==> config.mk <==
export PLATFORM = sky130hd
export DESIGN_NAME = vec_arbiter
export DESIGN_NICKNAME = d
export VERILOG_FILES = /design/src/rtl/vecarb_pkg.sv /design/src/rtl/promo_reg.sv /design/src/rtl/promo_decode.sv /design/src/rtl/prio_select.sv /design/src/rtl/vec_arbiter.sv
export SDC_FILE = /design/constraint.sdc
export NUM_CORES = 1
export LEC_CHECK = 0
export ABC_AREA = 1
export BUFFER_PORTS_ARGS = -buffer_cell sky130_fd_sc_hd__buf_2
export CAP_MARGIN = 5
export CORE_AREA = 10 10 58 60
export CTS_CLUSTER_DIAMETER = 200
export DETAILED_ROUTE_END_ITERATION = 12
export DIE_AREA = 0 0 68 70
export PLACE_DENSITY = 0.77
export SLEW_MARGIN = 20
export SYNTH_ARGS = -nofsm -noshare
export SYNTH_HDL_FRONTEND = slang
export SYNTH_SLANG_ARGS = --single-unit
==> constraint.sdc <==
create_clock -name clk -period 3.1 [get_ports clk]
set_input_delay 0.93 -clock clk [delete_from_list [all_inputs] [get_ports clk]]
set_output_delay 0.93 -clock clk [all_outputs]
set_load 0.01 [all_outputs]
==> src/rtl/vecarb_pkg.sv <==
package vecarb_pkg;
    localparam logic [7:0] TOP_LOW  = 8'hF2;
    localparam logic [7:0] XIRQ_LOW = 8'hF4;
    localparam logic [7:0] VEC_HIGH = 8'hFF;

    function automatic logic [7:0] src_low(input int idx);
        return TOP_LOW - 8'(2 * idx);
    endfunction
endpackage

==> src/rtl/promo_reg.sv <==
module promo_reg
    import vecarb_pkg::*;
(
    input  logic       clk,
    input  logic       rst_n,
    input  logic       wr_en,
    input  logic       i_mask,
    input  logic [7:0] wr_data,
    output logic [7:0] value
);
    logic [6:0] stored_q;

    always_ff @(posedge clk or negedge rst_n) begin
        if (!rst_n)
            stored_q <= TOP_LOW[7:1];
        else if (wr_en && i_mask)
            stored_q <= wr_data[7:1];
    end

    assign value = {stored_q, 1'b0};
endmodule

==> src/rtl/promo_decode.sv <==
module promo_decode
    import vecarb_pkg::*;
#(
    parameter int NUM_SRC = 8,
    localparam int IDXW = (NUM_SRC > 1) ? $clog2(NUM_SRC) : 1
) (
    input  logic [7:0]      value,
    output logic            valid,
    output logic [IDXW-1:0] idx
);
    always_comb begin
        valid = 1'b0;
        idx   = '0;
        for (int i = 0; i < NUM_SRC; i++) begin
            if (value == src_low(i)) begin
                valid = 1'b1;
                idx   = IDXW'(i);
            end
        end
    end
endmodule

==> src/rtl/prio_select.sv <==
module prio_select
    import vecarb_pkg::*;
#(
    parameter int NUM_SRC = 8,
    localparam int IDXW = (NUM_SRC > 1) ? $clog2(NUM_SRC) : 1
) (
    input  logic [NUM_SRC-1:0] irq_req,
    input  logic               xirq_req,
    input  logic               i_mask,
    input  logic               x_mask,
    input  logic               promo_valid,
    input  logic [IDXW-1:0]    promo_idx,
    output logic [7:0]         sel_low,
    output logic               pending
);
    logic [NUM_SRC-1:0] live;
    logic               x_live;
    logic               fixed_hit;
    logic [IDXW-1:0]    fixed_idx;

    assign live   = i_mask ? '0 : irq_req;
    assign x_live = xirq_req && !x_mask;

    always_comb begin
        fixed_hit = 1'b0;
        fixed_idx = '0;
        for (int i = NUM_SRC - 1; i >= 0; i--) begin
            if (live[i]) begin
                fixed_hit = 1'b1;
                fixed_idx = IDXW'(i);
            end
        end
    end

    always_comb begin
        if (x_live)
            sel_low = XIRQ_LOW;
        else if (promo_valid && live[promo_idx])
            sel_low = src_low(int'(promo_idx));
        else if (fixed_hit)
            sel_low = src_low(int'(fixed_idx));
        else
            sel_low = TOP_LOW;
    end

    assign pending = x_live || fixed_hit;
endmodule

==> src/rtl/vec_arbiter.sv <==
module vec_arbiter
    import vecarb_pkg::*;
#(
    parameter int NUM_SRC = 8,
    localparam int IDXW = (NUM_SRC > 1) ? $clog2(NUM_SRC) : 1
) (
    input  logic               clk,
    input  logic               rst_n,
    input  logic [NUM_SRC-1:0] irq_req,
    input  logic               xirq_req,
    input  logic               i_mask,
    input  logic               x_mask,
    input  logic               wr_en,
    input  logic [7:0]         wr_data,
    output logic [7:0]         rd_data,
    output logic [15:0]        vec_addr,
    output logic               int_pending,
    output logic               wake
);
    logic [7:0]      promo_value;
    logic            promo_valid;
    logic [IDXW-1:0] promo_idx;
    logic [7:0]      sel_low;

    promo_reg u_reg (
        .clk     (clk),
        .rst_n   (rst_n),
        .wr_en   (wr_en),
        .i_mask  (i_mask),
        .wr_data (wr_data),
        .value   (promo_value)
    );

    promo_decode #(.NUM_SRC(NUM_SRC)) u_dec (
        .value (promo_value),
        .valid (promo_valid),
        .idx   (promo_idx)
    );

    prio_select #(.NUM_SRC(NUM_SRC)) u_sel (
        .irq_req     (irq_req),
        .xirq_req    (xirq_req),
        .i_mask      (i_mask),
        .x_mask      (x_mask),
        .promo_valid (promo_valid),
        .promo_idx   (promo_idx),
        .sel_low     (sel_low),
        .pending     (int_pending)
    );

    // Clock-free path for low-power wake-up
    assign wake = (xirq_req && !x_mask) || (!i_mask && (|irq_req));

    assign rd_data  = promo_value;
    assign vec_addr = {VEC_HIGH, sel_low};
endmodule


# --- After elaboration in Yosys (flattened, before gate mapping) ---
# Index checks and enable logic that the tools add are counted.
totals:
  input_bits: 22
  output_inout_bits: 26
  reg_bits: 7
  wordCells: 58
classes:
  n_mux: 37
  magnitude_cmp: 1
  eq_ne: 8
  reduce_logical: 9
  addsub: 2
ops:
  columns: ["operator", "n"]
  rows:
  - ["$eq A7 B7 Y1 const B", 8]
  - ["$mux W3", 12]
  - ["$mux W8", 4]
  - ["$mux W1", 18]
  - ["$sub A5 B5 Y6 const A", 2]
  - ["$reduce_or A8 Y1", 1]
  - ["$logic_and A1 B1 Y1", 4]
  - ["$lt A3 B4 Y1 const B", 1]
  - ["$mux W2", 2]
  - ["$bmux W1 S3", 1]
  - ["$logic_not A1 Y1", 2]
  - ["$logic_or A1 B1 Y1", 2]

# --- Logic depth before layout (Yosys ltp) ---
logic_depth:
  depth_word: 13
  ltp_mapped: 13
  depth_no_buf: 13

# --- By module ---
# Synthesis repeated with hierarchy kept, for this count alone.
unflattened:
  cells_unflattened: 171
  hier_area_um2: 989.7
modules_own_cells:
  columns: ["mod", "area_each_um2", "n_inst", "cells_each", "seq_area_each_um2"]
  rows:
  - ["prio_select", 420.4, 1, 79, 0.0]
  - ["promo_reg", 296.5, 1, 33, 181.4]
  - ["promo_decode", 166.4, 1, 39, 0.0]
  - ["vec_arbiter", 106.4, 1, 20, 0.0]

# --- Least setup slack after synthesis ---
# OpenSTA, ideal clock, no wires.
synth_path:
  path_kind: "in2out"
  startpoint: "in i_mask"
  endpoint: "out vec_addr[4]"
  arrival_ns: 2.263
  cell_stages: 7
  t_required_ns: 2.170
  slack_ns: -0.093
  cell_sequence: "buf_2 -> a2111oi_0 -> inv_1 -> ha_1 -> or2_2 -> nand3_1 -> nand3_1"
synth_between:
  elab_chain_len: 13
  elab_cells_between_ends: 24
  classes_between: "1 x add/sub; 22 x mux; 1 x reduce/logical"
synth_rtl:
  columns: ["element", "line", "text"]
  rows:
  - ["from (decl)", "vec_arbiter.sv:11", "input logic i_mask,"]
  - ["$mux W8 *", "prio_select.sv:21", "assign live = i_mask ? '0 : irq_req;"]
  - ["$mux W3 (8 in a row)", "prio_select.sv:28", "if (live[i]) begin"]
  - ["$sub A5 B5 Y6", "vecarb_pkg.sv:7", "return TOP_LOW - 8'(2 * idx);"]
  - ["$mux W8", "prio_select.sv:40", "else if (fixed_hit)"]
  - ["$mux W8 *", "prio_select.sv:38", "else if (promo_valid && live[promo_idx])"]
  - ["$mux W8 *", "prio_select.sv:36", "if (x_live)"]
  - ["to (decl)", "vec_arbiter.sv:16", "output logic [15:0] vec_addr,"]
# Mark *: on every way between the ends. The rest lies on a longest branch, timed or not. The select of a mux whose other input is x is not followed.

# --- Final worst setup path ---
layout_path:
  startpoint: "in irq_req[4]"
  endpoint: "out vec_addr[3]"
layout_between:
  elab_chain_len: 10
  elab_cells_between_ends: 18
  classes_between: "1 x add/sub; 16 x mux; 1 x reduce/logical"
layout_rtl:
  columns: ["element", "line", "text"]
  rows:
  - ["from (decl)", "vec_arbiter.sv:9", "input logic [NUM_SRC-1:0] irq_req,"]
  - ["$mux W8 *", "prio_select.sv:21", null]
  - ["$mux W3 (5 in a row)", "prio_select.sv:28", null]
  - ["$sub A5 B5 Y6", "vecarb_pkg.sv:7", null]
  - ["$mux W8", "prio_select.sv:40", null]
  - ["$mux W8 *", "prio_select.sv:38", null]
  - ["$mux W8 *", "prio_select.sv:36", null]
# Marks and branches as above.

==> impl_results.md <==
- Register bit total from synthesis: 7
- Post-synthesis to final-layout area growth: 48.16%
- Standard cell with the maximum stage delay on the critical path: a2111oi_4
- CP peak stage delay: 0.32 ns
- Setup repair after global routing missed its margin: true
- Proportion of layout cells with a drive suffix above 1: 50.83%
- Via count: 968
- Worst slack after detailed placement: -0.3125 ns
- Share of the clock period used by the worst path: 104.7%
- Initial Util: 37.71%
- Regs by FF count: u_reg.stored_q (7)
- Quantity of I/O buffers inserted on ports: 33
- Critical Path Sink Type: output port
- Library cell with the largest summed area after synthesis: dfstp_2
- Power after layout: 0.3938 mW
- DRC violation count after routing: 0
- Top register by number of flip-flops: u_reg.stored_q
- Drt total wl: 2451 um
- Max capacitance violation total: 0
- Number of rows created at floorplan: 18
- Number of distinct standard cells referenced by the synthesized netlist: 27
- ANT cells: 0
- Top-level I/O count: 48
- Netlist Area Pre-Place: 883.3 um2
- Fraction of the yosys area taken by sequential cells: 20.54%
- Post-CTS Hold Buffers: 0
- Top cells by area, synth: dfstp_2, buf_4, nand2_1
- Number of fill cells in the layout: 243
- Clock tree from TritonCTS: yes
- Pwr per Cell Area: 300.9 nW/um2
- Warnings from Yosys: 0
- Maximum clock frequency: 308.0 MHz
- Sort of element at the start of the critical path: primary input
- Number of endpoints failing setup at the final stage: 2
- Final hold vios: 0
- Flop2flop setup slack: 2.25 ns
- Post-Route Setup TNS: -0.2889 ns
- ANT nets after route: 0
- Maximum resistive drop on vdd: 0.0002652 V
- Final setup margin: -0.1468 ns
- Global-route usage over all layers: 9.159%
- Clock transition time at the flip-flop clock pins of the worst setup and hold paths: 0.05 ns
- Final net count: 206
- HP Class: in -> async
- Initial antenna violation count: 0
- Post-route cell area: 1309 um2
- Number of global-route vias before repair: 932
- Cell-by-cell listing of the critical path: buf_8 > nor2_4 > o21ai_2 > a2111oi_4 > inv_1 > ha_4 > nand2_1 > nand3_1 > nand2_1 > nor2_1 > buf_2
- Number of iterations in the first detailed-routing pass: 4
- Vertical die dimension: 70 um
- Worst setup skew after layout: 0 ns
- Worst-Skew Late Latency: 0.25 ns
- Clock period minus worst slack: 3.247 ns
- Result of the run: complete, but fails checks
- Data arrival time at the worst-slack endpoint: 2.32 ns
- Buffer cell driving the clock tree root: clkbuf_4
- Maximum fanout along the worst path: 2
- Final number of max-transition violations: 0
- Floorplan Core Area: 2342 um2
- Most frequent standard cell in the layout excluding fill and tap cells: buf_2
- Area share of the largest cell type after synthesis: 14.87%
- Sinks on the clock net: 7
- WL per Instance: 11.62 um
- Cts bufs inserted: 3
- Final estimated routing congestion in global placement: 0.8386
- Leftover overflow at the end of global routing: 0
- Synthesized instance count: 132
- H-tree levels: 1
- Leak pwr: 0.6629 nW
- Maximum clock path buffer count: 2
- DP HPWL: 1955 um
- CP dominant cell by count: nand2_1
- Detail-routed via count per cell: 4.588
- Placement-stage cell area: 1137 um2
- Violations in the final reports: negative setup slack
- Flip-flop count of the largest register, all copies and words added: 7
- Die area: 4760 um2
- Type of the worst setup path: in -> out
- Highest-count cells in the layout ignoring fill and taps: buf_2, nand2_1, nor2_1
- Number of violations reported at the end of detailed-routing iteration 0: 26
- Wire length of the first global-routing pass: 3663 um
- Mapped Avg Cell Area: 6.692 um2
- Maximum number of pins on one net before global-route repair: 12
- Die width: 68 um
- Worst path required time: 2.17 ns
==> logic make-up after synthesis <==
kind of cell / Yosys count / share of synthesized area, %
buffers and inverters: 30 / 18.41
multiplexers: 3 / 3.824
AO/OA/AOI/OAI: 12 / 7.223
other: 2 / 0.8502
flip-flops: 7 / 20.54
AND/OR/NAND/NOR: 76 / 46.32
adder cells (fa/ha/maj): 2 / 2.832
==> cells in the mapped netlist <==
cell type and n:
nand2_1 24, nor2_1 19, buf_4 13, inv_1 11, nand3_1 9, a21oi_1 7
nor2_2 6, dfstp_2 5, nand4_1 5, inv_2 4, nand3_2 4, mux2_2 3
o21ai_0 3, conb_1 2, dfrtp_1 2, ha_1 2, nand3_4 2, nor4_1 2
a2111oi_0 1, buf_2 1, clkbuf_1 1, nand2_2 1, nand4_2 1, nor2_4 1
nor3_2 1, o21ai_1 1, or2_2 1
==> power breakdown <==
part / switching (mW) / internal, mW
logic: 0.106 / 0.0805
registers: 0.0153 / 0.111
clock network: 0.0316 / 0.0490
==> critical path: cells and delay by family <==
| family | cells | cell delay (ns) |
|---|---|---|
| AO/OA/AOI/OAI | 2 | 0.39 |
| adder cells (fa/ha/maj) | 1 | 0.27 |
| buffers and inverters | 3 | 0.36 |
| AND/OR/NAND/NOR | 5 | 0.36 |
==> timing repair <==
| item | CTS | global route |
|---|---|---|
| gates resized for setup | 7 | 23 |
| pin swaps | 3 | 15 |
| endpoints found under the setup margin | 2 | 6 |
| buffers inserted | 0 | 2 |
==> routing by layer <==
metal / wire (um) / part of all wire (%) / GRT usage, % / vias to the layer above
met2: 1234 / 50 / 15.32 / 33
li1: - / - / - / 507
met3: 277 / 11 / 4.625 / 4
met5: 0 / 0 / 0 / -
met1: 915 / 37 / 9.628 / 424
met4: 23 / 0.94 / 2.685 / 0
==> area by class of cell <==
class	count	area [um2]	share of cell area [%]
Timing Repair Buffer	49	317.8	24.28
Clock buffer	4	26.28	2.008
Tap cell	30	37.54	2.868
Multi-Input combinational cell	106	686.9	52.49
Sequential cell	7	181.4	13.86
Inverter	15	58.81	4.493
==> stage by stage <==
step	hold WS, ns	util [%]	std cells
after floorplan	0.4930	-	143
after global placement	0.4845	48.56	205
after detailed placement	0.4876	48.56	205
after CTS	0.4955	50.91	209
after global routing	0.4954	55.88	211
final	0.5051	55.88	211
==> path summary, 6_finish.rpt <==
kind                                    from                end  cells after the start
setup / recovery                  irq_req[4]        vec_addr[3]                     11
hold / removal                         rst_n  u_reg.stored_q[2]                      1
min in group clk           u_reg.stored_q[6]  u_reg.stored_q[6]                      2
max in group asynchronous              rst_n  u_reg.stored_q[0]                      1
setup reg to reg           u_reg.stored_q[3]  u_reg.stored_q[3]                      2
hold reg to reg            u_reg.stored_q[6]  u_reg.stored_q[6]                      2
Power figures use the tool's default switching activity.
